--- config.mk ---
export PLATFORM = sky130hd
export DESIGN_NAME = gpio_bank_regs
export DESIGN_NICKNAME = d
export VERILOG_FILES = /design/src/rtl/gpio_bank_pkg.sv /design/src/rtl/gpio_bank_sync.sv /design/src/rtl/gpio_bank_ctrl.sv /design/src/rtl/gpio_bank_dp.sv /design/src/rtl/gpio_bank_regs.sv
export SDC_FILE = /design/constraint.sdc
export NUM_CORES = 1
export LEC_CHECK = 0
export BUFFER_PORTS_ARGS = -buffer_cell sky130_fd_sc_hd__buf_2
export CAP_MARGIN = 15
export CORE_AREA = 5 5 148 150
export CTS_BUF_LIST = sky130_fd_sc_hd__clkbuf_2
export CTS_CLUSTER_SIZE = 14
export DETAILED_ROUTE_END_ITERATION = 10
export DIE_AREA = 0 0 153 155
export PLACE_DENSITY = 0.61
export SYNTH_ARGS = -nofsm -noshare
export SYNTH_HDL_FRONTEND = slang
export SYNTH_HIERARCHICAL = 1
export SYNTH_SLANG_ARGS = --single-unit
--- constraint.sdc ---
create_clock -name clk -period 7.25 [get_ports clk]
set_input_delay 0 -clock clk [delete_from_list [all_inputs] [get_ports clk]]
set_output_delay 0 -clock clk [all_outputs]
set_load 0.05 [all_outputs]
--- src/rtl/gpio_bank_pkg.sv ---
package gpio_bank_pkg;
  localparam int PORT_PINS = 8;

  typedef enum logic [1:0] {
    GRP_CFG = 2'd0,
    GRP_OE  = 2'd1,
    GRP_OUT = 2'd2,
    GRP_IN  = 2'd3
  } grp_e;

  typedef struct packed {
    logic                 hit;
    logic                 isAlias;
    grp_e                 grp;
    logic [7:0]           port;
  } dec_t;

  // strobes from control to datapath
  typedef struct packed {
    logic                 wrEn;
    grp_e                 wrGrp;
    logic [7:0]           wrPort;
    logic [PORT_PINS-1:0] wrVal;
    logic [PORT_PINS-1:0] wrMask;
    logic                 rdHit;
    grp_e                 rdGrp;
    logic [7:0]           rdPort;
  } strb_t;
endpackage

--- src/rtl/gpio_bank_sync.sv ---
module gpio_bank_sync #(
  parameter int WIDTH  = 32,
  parameter int STAGES = 2
) (
  input  logic             clk,
  input  logic             rstN,
  input  logic [WIDTH-1:0] asyncIn,
  output logic [WIDTH-1:0] syncOut
);
  logic [STAGES-1:0][WIDTH-1:0] stageQ;

  for (genvar s = 0; s < STAGES; s++) begin : g_stage
    if (s == 0) begin : g_first
      always_ff @(posedge clk or negedge rstN)
        if (!rstN) stageQ[s] <= '0;
        else       stageQ[s] <= asyncIn;
    end else begin : g_next
      always_ff @(posedge clk or negedge rstN)
        if (!rstN) stageQ[s] <= '0;
        else       stageQ[s] <= stageQ[s-1];
    end
  end

  assign syncOut = stageQ[STAGES-1];
endmodule

--- src/rtl/gpio_bank_ctrl.sv ---
module gpio_bank_ctrl
  import gpio_bank_pkg::*;
#(
  parameter int          ADDR_W     = 12,
  parameter int          NUM_PORTS  = 4,
  parameter int unsigned GRP_STRIDE = 16,
  parameter int unsigned ALIAS_OFS  = 128
) (
  input  logic              busWrEn,
  input  logic [ADDR_W-1:0] busWrAddr,
  input  logic [31:0]       busWrData,
  input  logic [ADDR_W-1:0] busRdAddr,
  output strb_t             strb
);
  localparam int unsigned NUM_GRP    = 4;
  localparam int unsigned ALIAS_SPAN = 3 * GRP_STRIDE;
  localparam int unsigned MAP_SPAN   = NUM_GRP * GRP_STRIDE;

  function automatic dec_t decodeAddr(input logic [ADDR_W-1:0] a);
    int unsigned ai, base;
    dec_t d;
    d  = '0;
    ai = 32'(a);
    if (ai >= ALIAS_OFS && ai < ALIAS_OFS + ALIAS_SPAN) begin
      d.isAlias = 1'b1;
      base      = ai - ALIAS_OFS;
    end else begin
      base      = ai;
    end
    if ((base % 4) == 0 && base < MAP_SPAN &&
        ((base % GRP_STRIDE) / 4) < NUM_PORTS) begin
      d.hit  = 1'b1;
      d.grp  = grp_e'(2'(base / GRP_STRIDE));
      d.port = 8'((base % GRP_STRIDE) / 4);
    end
    return d;
  endfunction

  dec_t wrDec, rdDec;
  logic unusedWrHigh;

  assign wrDec        = decodeAddr(busWrAddr);
  assign rdDec        = decodeAddr(busRdAddr);
  assign unusedWrHigh = ^busWrData[31:16];

  always_comb begin
    strb        = '0;
    strb.wrEn   = busWrEn && wrDec.hit && (wrDec.grp != GRP_IN);
    strb.wrGrp  = wrDec.grp;
    strb.wrPort = wrDec.port;
    strb.wrVal  = busWrData[PORT_PINS-1:0];
    strb.wrMask = wrDec.isAlias ? busWrData[2*PORT_PINS-1:PORT_PINS] : '1;
    strb.rdHit  = rdDec.hit;
    strb.rdGrp  = rdDec.grp;
    strb.rdPort = rdDec.port;
  end
endmodule

--- src/rtl/gpio_bank_dp.sv ---
module gpio_bank_dp
  import gpio_bank_pkg::*;
#(
  parameter int NUM_PORTS = 4,
  localparam int NPINS    = NUM_PORTS * PORT_PINS
) (
  input  logic             clk,
  input  logic             rstN,
  input  strb_t            strb,
  input  logic [NPINS-1:0] inSync,
  output logic [31:0]      rdData,
  output logic [NPINS-1:0] pinOut,
  output logic [NPINS-1:0] pinOe
);
  logic [NUM_PORTS-1:0][PORT_PINS-1:0] cfgR, oeR, outR;

  function automatic logic [PORT_PINS-1:0] merge(
    input logic [PORT_PINS-1:0] old, val, mask);
    return (old & ~mask) | (val & mask);
  endfunction

  for (genvar p = 0; p < NUM_PORTS; p++) begin : g_port
    logic sel;
    assign sel = strb.wrEn && (strb.wrPort == 8'(p));

    always_ff @(posedge clk or negedge rstN)
      if (!rstN) cfgR[p] <= '0;
      else if (sel && strb.wrGrp == GRP_CFG)
        cfgR[p] <= merge(cfgR[p], strb.wrVal, strb.wrMask);

    always_ff @(posedge clk or negedge rstN)
      if (!rstN) oeR[p] <= '0;
      else if (sel && strb.wrGrp == GRP_OE)
        oeR[p] <= merge(oeR[p], strb.wrVal, strb.wrMask);

    always_ff @(posedge clk or negedge rstN)
      if (!rstN) outR[p] <= '0;
      else if (sel && strb.wrGrp == GRP_OUT)
        outR[p] <= merge(outR[p], strb.wrVal, strb.wrMask);

    assign pinOe[p*PORT_PINS +: PORT_PINS]  = cfgR[p] & oeR[p];
    assign pinOut[p*PORT_PINS +: PORT_PINS] = outR[p];
  end

  always_comb begin
    rdData = '0;
    for (int p = 0; p < NUM_PORTS; p++) begin
      if (strb.rdHit && strb.rdPort == 8'(p)) begin
        case (strb.rdGrp)
          GRP_CFG: rdData[PORT_PINS-1:0] = cfgR[p];
          GRP_OE:  rdData[PORT_PINS-1:0] = oeR[p];
          GRP_OUT: rdData[PORT_PINS-1:0] = outR[p];
          default: rdData[PORT_PINS-1:0] = inSync[p*PORT_PINS +: PORT_PINS];
        endcase
      end
    end
  end
endmodule

--- src/rtl/gpio_bank_regs.sv ---
module gpio_bank_regs
  import gpio_bank_pkg::*;
#(
  parameter int          ADDR_W      = 12,
  parameter int          NUM_PORTS   = 4,
  parameter int unsigned GRP_STRIDE  = 16,
  parameter int unsigned ALIAS_OFS   = 128,
  parameter int          SYNC_STAGES = 2,
  localparam int         NPINS       = NUM_PORTS * PORT_PINS
) (
  input  logic              clk,
  input  logic              rstN,
  input  logic              busWrEn,
  input  logic [ADDR_W-1:0] busWrAddr,
  input  logic [31:0]       busWrData,
  input  logic [ADDR_W-1:0] busRdAddr,
  output logic [31:0]       busRdData,
  input  logic [NPINS-1:0]  pinIn,
  output logic [NPINS-1:0]  pinOut,
  output logic [NPINS-1:0]  pinOe
);
  strb_t            strb;
  logic [NPINS-1:0] inSync;

  gpio_bank_ctrl #(
    .ADDR_W(ADDR_W), .NUM_PORTS(NUM_PORTS),
    .GRP_STRIDE(GRP_STRIDE), .ALIAS_OFS(ALIAS_OFS)
  ) u_ctrl (
    .busWrEn(busWrEn), .busWrAddr(busWrAddr), .busWrData(busWrData),
    .busRdAddr(busRdAddr), .strb(strb)
  );

  gpio_bank_sync #(.WIDTH(NPINS), .STAGES(SYNC_STAGES)) u_sync (
    .clk(clk), .rstN(rstN), .asyncIn(pinIn), .syncOut(inSync)
  );

  gpio_bank_dp #(.NUM_PORTS(NUM_PORTS)) u_dp (
    .clk(clk), .rstN(rstN), .strb(strb), .inSync(inSync),
    .rdData(busRdData), .pinOut(pinOut), .pinOe(pinOe)
  );
endmodule

==> results.cfg, run 1 <==
[placement]
place_congestion = 0.7429
place_inst = 989
io_buffers = 146
dpl.hpwl_mm = 12.97

[floorplan]
boundaryPins = 187
num_rows = 53
die_w_um = 153
start_util = 0.3884
die_area_um2 = 23720
coreArea_um2 = 20560
die_y_um = 155

[clock_network]
cts_tree = built
clk_pin_slew_ps = 210
cts_buffers = 17
cts-htree-levels = 4
clkLatencyLatePin_ps = 730
ctsRootBufferMaster = clkbuf_2
ctsResizeCount = 0
clk_path_buf_depth = 2
cts_sinks = 160

[synthesis]
ys_seq_elements = 160
synth_top_cell_by_area = dfrtp_1
synth_flop_cell = dfrtp_1
yosysMostFrequentCell = dfrtp_1
ys_types = 41
synth_common_cells = 160 x dfrtp_1, 97 x nand3_1, 78 x mux2_2
synth.area.top_cells = dfrtp_1 50%, mux2_2 11%, mux4_2 9.0%, buf_4 7.1%, nand3_1 6.1%
syn_area_um2 = 7984
ys_async_sr_fraction = 1.000
yosysSeqAreaShare = 0.5015
yosysWarnings = 6
synth_area_per_cell_um2 = 12.42
synth_top_area_frac = 0.5015
synth_edf_count = 0
synth_cells = 643

[setup_path]
crit_type = in2reg
reg2reg_slack_ps = 5870
cp-start-kind = primary input
cp.required_ps = 7900
cp_max_fo = 17
r2r_cells = 2
worstPathArrival_ps = 4270
cp-end-kind = register

[power_and_ir_drop]
leakage_nw = 4.544
ir_drop_mv = 0.07762
power.density_nw_per_um2 = 153.2

[layout]
final_cells = 1114
nNetsFinal = 917
syn_to_final_growth_pct = 20.53
drive_gt1_frac = 0.3701

[worst_hold_path]
hold_path_class = in2reg
worstHoldStart = busWrData[12]
hold_depth = 5

[sta]
finalCritPeriodShare = 0.4994
hold_slack_ps = 72.90
worstMarginPinSlew_ps = 1040
report.final.slew_viol_count = 0
final.setup.tns_ps = 0
relSlewSlack = 0.3028
timing.fmax_mhz = 276.2
rsz0062_at_grt = no
final_hold_viol_count = 0
setup_violations = 0
clock_skew_ps = 14.29
period_minus_slack_ps = 3621

[run]
cap_violations = 0

[grt]
grt_max_degree = 86
grt_usage = 0.1795
grt_pass1_vias = 5913
grt_pass1_wl_mm = 33.05
antenna_found_initial = 5
globalRoute.totalOverflow = 0

[route]
drc = 0
wire_per_inst_um = 18.55
initialDrtViolationCount = 334
drt_first_pass_iters = 7
drt-total-wl_mm = 20.67
ant_nets = 0
viasPerCell = 4.984
vias = 5552

[status]
status = complete, no violations
per-layer routing:
metal	track usage	up-vias	part of all wire
li1	-	2549	-
met3	0.04284	22	0.077
met2	0.3041	175	0.49
met1	0.2321	2804	0.42
met5	0	-	0.00063
met4	0.05091	2	0.014
worst max path at each step:
stage                 startpoint      endpoint  slack [ps]  cells after the start
finish              busWrAddr[9]      register        3630                     11
global route        busWrAddr[5]      register        3480                     13
CTS                 busWrAddr[9]      register        3690                     11
detailed placement  busRdAddr[8]  busRdData[5]        3710                      9
global placement    busRdAddr[8]  busRdData[5]        3740                      9
floorplan           busRdAddr[8]  busRdData[6]        4260                      8
repair_timing:
item,in CTS,in global routing
setup buffers,0,0
endpoints found under the hold margin,213,0
hold buffers,91,0
setup endpoints to repair,0,0
stage by stage:
| stage | utilization | worst slack [ps] | cell area, um^2 | total power, mW |
|---|---|---|---|---|
| after floorplan | - | 4259 | 8112 | 1.007 |
| after global placement | 0.4133 | 3740 | 8496 | 1.023 |
| after detailed placement | 0.4133 | 3713 | 8496 | 1.023 |
| after CTS | 0.4676 | 3690 | 9613 | 1.501 |
| after global routing | 0.4681 | 3483 | 9623 | 1.552 |
| final | 0.4681 | 3629 | 9623 | 1.475 |
area by class of cell:
cell class	instances	area, um^2
Clock inverter	11	93.84
Antenna cell	4	10.01
Clock buffer	19	95.09
Sequential cell	160	4004
Timing Repair Buffer	247	1740
Tap cell	275	344.1
Inverter	12	45.04
Fill cell	1958	10930
Multi-Input combinational cell	386	3291
critical path, cell delays in order:
cell           delay (ps)
buf_2                 120
or4_4                 600
or4_4                 480
nor3b_1               350
dlygate4sd3_1         610
nand2_1                60
nor2_2                630
buf_4                 390
nand3_1               100
dlygate4sd3_1         600
mux2_1                310
power by group:
part / internal [mW] / leakage (nW) / total [mW] / switching (mW)
Clock: 0.121 / 0.123 / 0.432 / 0.312
Combinational: 0.0505 / 2.33 / 0.126 / 0.0753
Sequential: 0.911 / 2.09 / 0.917 / 0.00517
Total: 1.08 / 4.54 / 1.47 / 0.392
cells in the final DEF, fill, tap and decap left out, types with 6 or more instances in the layout:
cell type      count
buf_2            145
nor4_1             9
nand3_1           97
mux4_2            32
a22oi_1            7
dlygate4sd3_1     90
and2_1            33
conb_1            36
inv_1             12
nand2_1           22
o211ai_1           6
dfrtp_1          160
buf_4             10
clkbuf_2          19
mux2_1            18
mux2_2            78
cells by family after synthesis:
| group | Yosys count | synth area share |
|---|---|---|
| AND/OR/NAND/NOR | 198 | 0.1426 |
| buffers and inverters | 131 | 0.1048 |
| flip-flops | 160 | 0.5015 |
| other | 2 | 0.0009406 |
| XOR/XNOR | 1 | 0.001097 |
| AO/OA/AOI/OAI | 19 | 0.01771 |
| multiplexers | 130 | 0.2282 |
| adder cells (fa/ha/maj) | 2 | 0.003134 |
Power figures use the tool's default switching activity.
==> run 2, diff against run 1 <==
--- a/config.mk
+++ b/config.mk
@@ -12,7 +12,7 @@
 export CTS_CLUSTER_SIZE = 14
 export DETAILED_ROUTE_END_ITERATION = 10
 export DIE_AREA = 0 0 153 155
-export PLACE_DENSITY = 0.61
+export PLACE_DENSITY = 0.64
 export SYNTH_ARGS = -nofsm -noshare
 export SYNTH_HDL_FRONTEND = slang
 export SYNTH_HIERARCHICAL = 1
==> constraint.sdc (replaced) <==
create_clock -name clk -period 2.9 [get_ports clk]
set_input_delay 0 -clock clk [delete_from_list [all_inputs] [get_ports clk]]
set_output_delay 0 -clock clk [all_outputs]
set_load 0.05 [all_outputs]
==> results.cfg, run 2 (synthesis gave the netlist of run 1 again) <==
[status]
status = complete, no violations

[placement]
io_buffers = 146
dpl.hpwl_mm = 13.64
place_congestion = 0.7869
pre_cts_slack_ps = 2.861

[sta]
rsz0062_at_grt = no
setup_violations = 0
clock_skew_ps = 30.18
setup_ws_ps = 148.7
worstMarginPinSlew_ps = 501.8
period_minus_slack_ps = 2751
timing.fmax_mhz = 363.5
final_hold_viol_count = 0
finalCritPeriodShare = 0.9487
relSlewSlack = 0.6647
report.final.slew_viol_count = 0
final.setup.tns_ps = 0

[setup_path]
cp_max_fo = 5
cp-start-kind = primary input
cp-end-kind = output port
cp.required_ps = 2900
worstPathArrival_ps = 2750
crit_type = in2out
r2r_cells = 2
reg2reg_slack_ps = 1510

[power_and_ir_drop]
pwr-share-seq = 0.574
leakage_nw = 4.642
switchingPower_mw = 1.077
swShare = 0.2699
ir_drop_mv = 0.3865
combPwrFrac = 0.080
total_power_mw = 3.992
power.clock.fraction = 0.346
power.density_nw_per_um2 = 405.5
internal_power_mw = 2.914

[route]
viasPerCell = 4.996
drc = 0
drt_first_pass_iters = 4
initialDrtViolationCount = 292
vias = 5606
wire_per_inst_um = 18.24
ant_nets = 0
drt-total-wl_mm = 20.46

[clock_network]
clkLatencyLatePin_ps = 720
post-cts-setup-buffer-count = 0
cts_tree = built
clk_path_buf_depth = 2
cts-htree-levels = 4
ctsRootBufferMaster = clkbuf_2
cts_sinks = 160
clk_pin_slew_ps = 290
cts_buffers = 17

[grt]
grt_usage = 0.1754
antenna_found_initial = 1
grt_max_degree = 68
grt_pass1_wl_mm = 32.78
globalRoute.totalOverflow = 0
grt_pass1_vias = 5885

[layout]
final_common_cell = dfrtp_1
drive_gt1_frac = 0.3924
final_cell_mix = 160 x dfrtp_1, 142 x buf_2, 97 x nand3_1
syn_to_final_growth_pct = 23.30
nNetsFinal = 926

[worst_hold_path]
worstHoldStart = busWrData[9]
hold_path_class = in2reg
hold_depth = 5

[run]
cap_violations = 0

[floorplan]
coreArea_um2 = 20560
num_rows = 53
start_util = 0.3884
die_area_um2 = 23720
die_y_um = 155
die_w_um = 153
boundaryPins = 187
[run 2: area by class of cell]
cell class / count / area [um^2]
Sequential cell: 160 / 4004
Clock inverter: 15 / 196.4
Clock buffer: 17 / 85.08
Inverter: 12 / 45.04
Tap cell: 275 / 344.1
Multi-Input combinational cell: 386 / 3297
Fill cell: 1881 / 10710
Antenna cell: 1 / 2.502
Timing Repair Buffer: 256 / 1871
[run 2: worst max path at each step]
stage               cells after the start  slack (ps)         start           end
floorplan                               7          60  busRdAddr[8]  busRdData[7]
global placement                       10          -4  busRdAddr[8]  busRdData[0]
detailed placement                     10           3  busRdAddr[8]  busRdData[5]
CTS                                    10          60  busRdAddr[8]  busRdData[0]
global route                           10           5  busRdAddr[8]  busRdData[2]
finish                                 10         150  busRdAddr[8]  busRdData[2]
[run 2: critical path, cell delays in order]
cell,delay [ps]
buf_2,100
or4_1,530
nor4_2,210
and2_1,180
or4b_2,680
nor2_1,190
nand3_1,120
buf_4,190
o211ai_1,240
clkbuf_4,290
[run 2: power by group through the flow]
stage | combinational, mW | sequential [mW] | clock (mW)
2_1_floorplan | 0.190 | 2.33 | 0
3_3_place_gp | 0.233 | 2.33 | 0
3_5_place_dp | 0.234 | 2.33 | 0
4_1_cts | 0.319 | 2.29 | 1.43
5_1_grt | 0.349 | 2.30 | 1.53
6_report | 0.318 | 2.29 | 1.38
[run 2: what timing repair did]
item | 4_1_cts | 5_1_grt
gates resized for setup | 1 | 5
cloned | 0 | 0
pin swaps | 0 | 0
endpoints found under the setup margin | 1 | 8
endpoints found under the hold margin | 288 | 0
hold buffers | 83 | 0
[run 2: per-layer routing]
metal / vias up / GRT usage / wire length, um
met5: - / 0 / 0
met3: 16 / 0.03922 / 877
li1: 2577 / - / -
met1: 2864 / 0.2326 / 9077
met4: 0 / 0.04709 / 342
met2: 149 / 0.2934 / 10170
[run 2: through the flow]
stage | instance area (um^2) | util | hold WS (ps) | cells
after floorplan | 8112 | - | -295.6 | 677
after global placement | 8693 | 0.4229 | 20.18 | 1006
after detailed placement | 8693 | 0.4229 | 15.87 | 1006
after CTS | 9828 | 0.4781 | 11.90 | 1121
after global routing | 9844 | 0.4789 | 12.65 | 1122
final | 9844 | 0.4789 | 93.50 | 1122
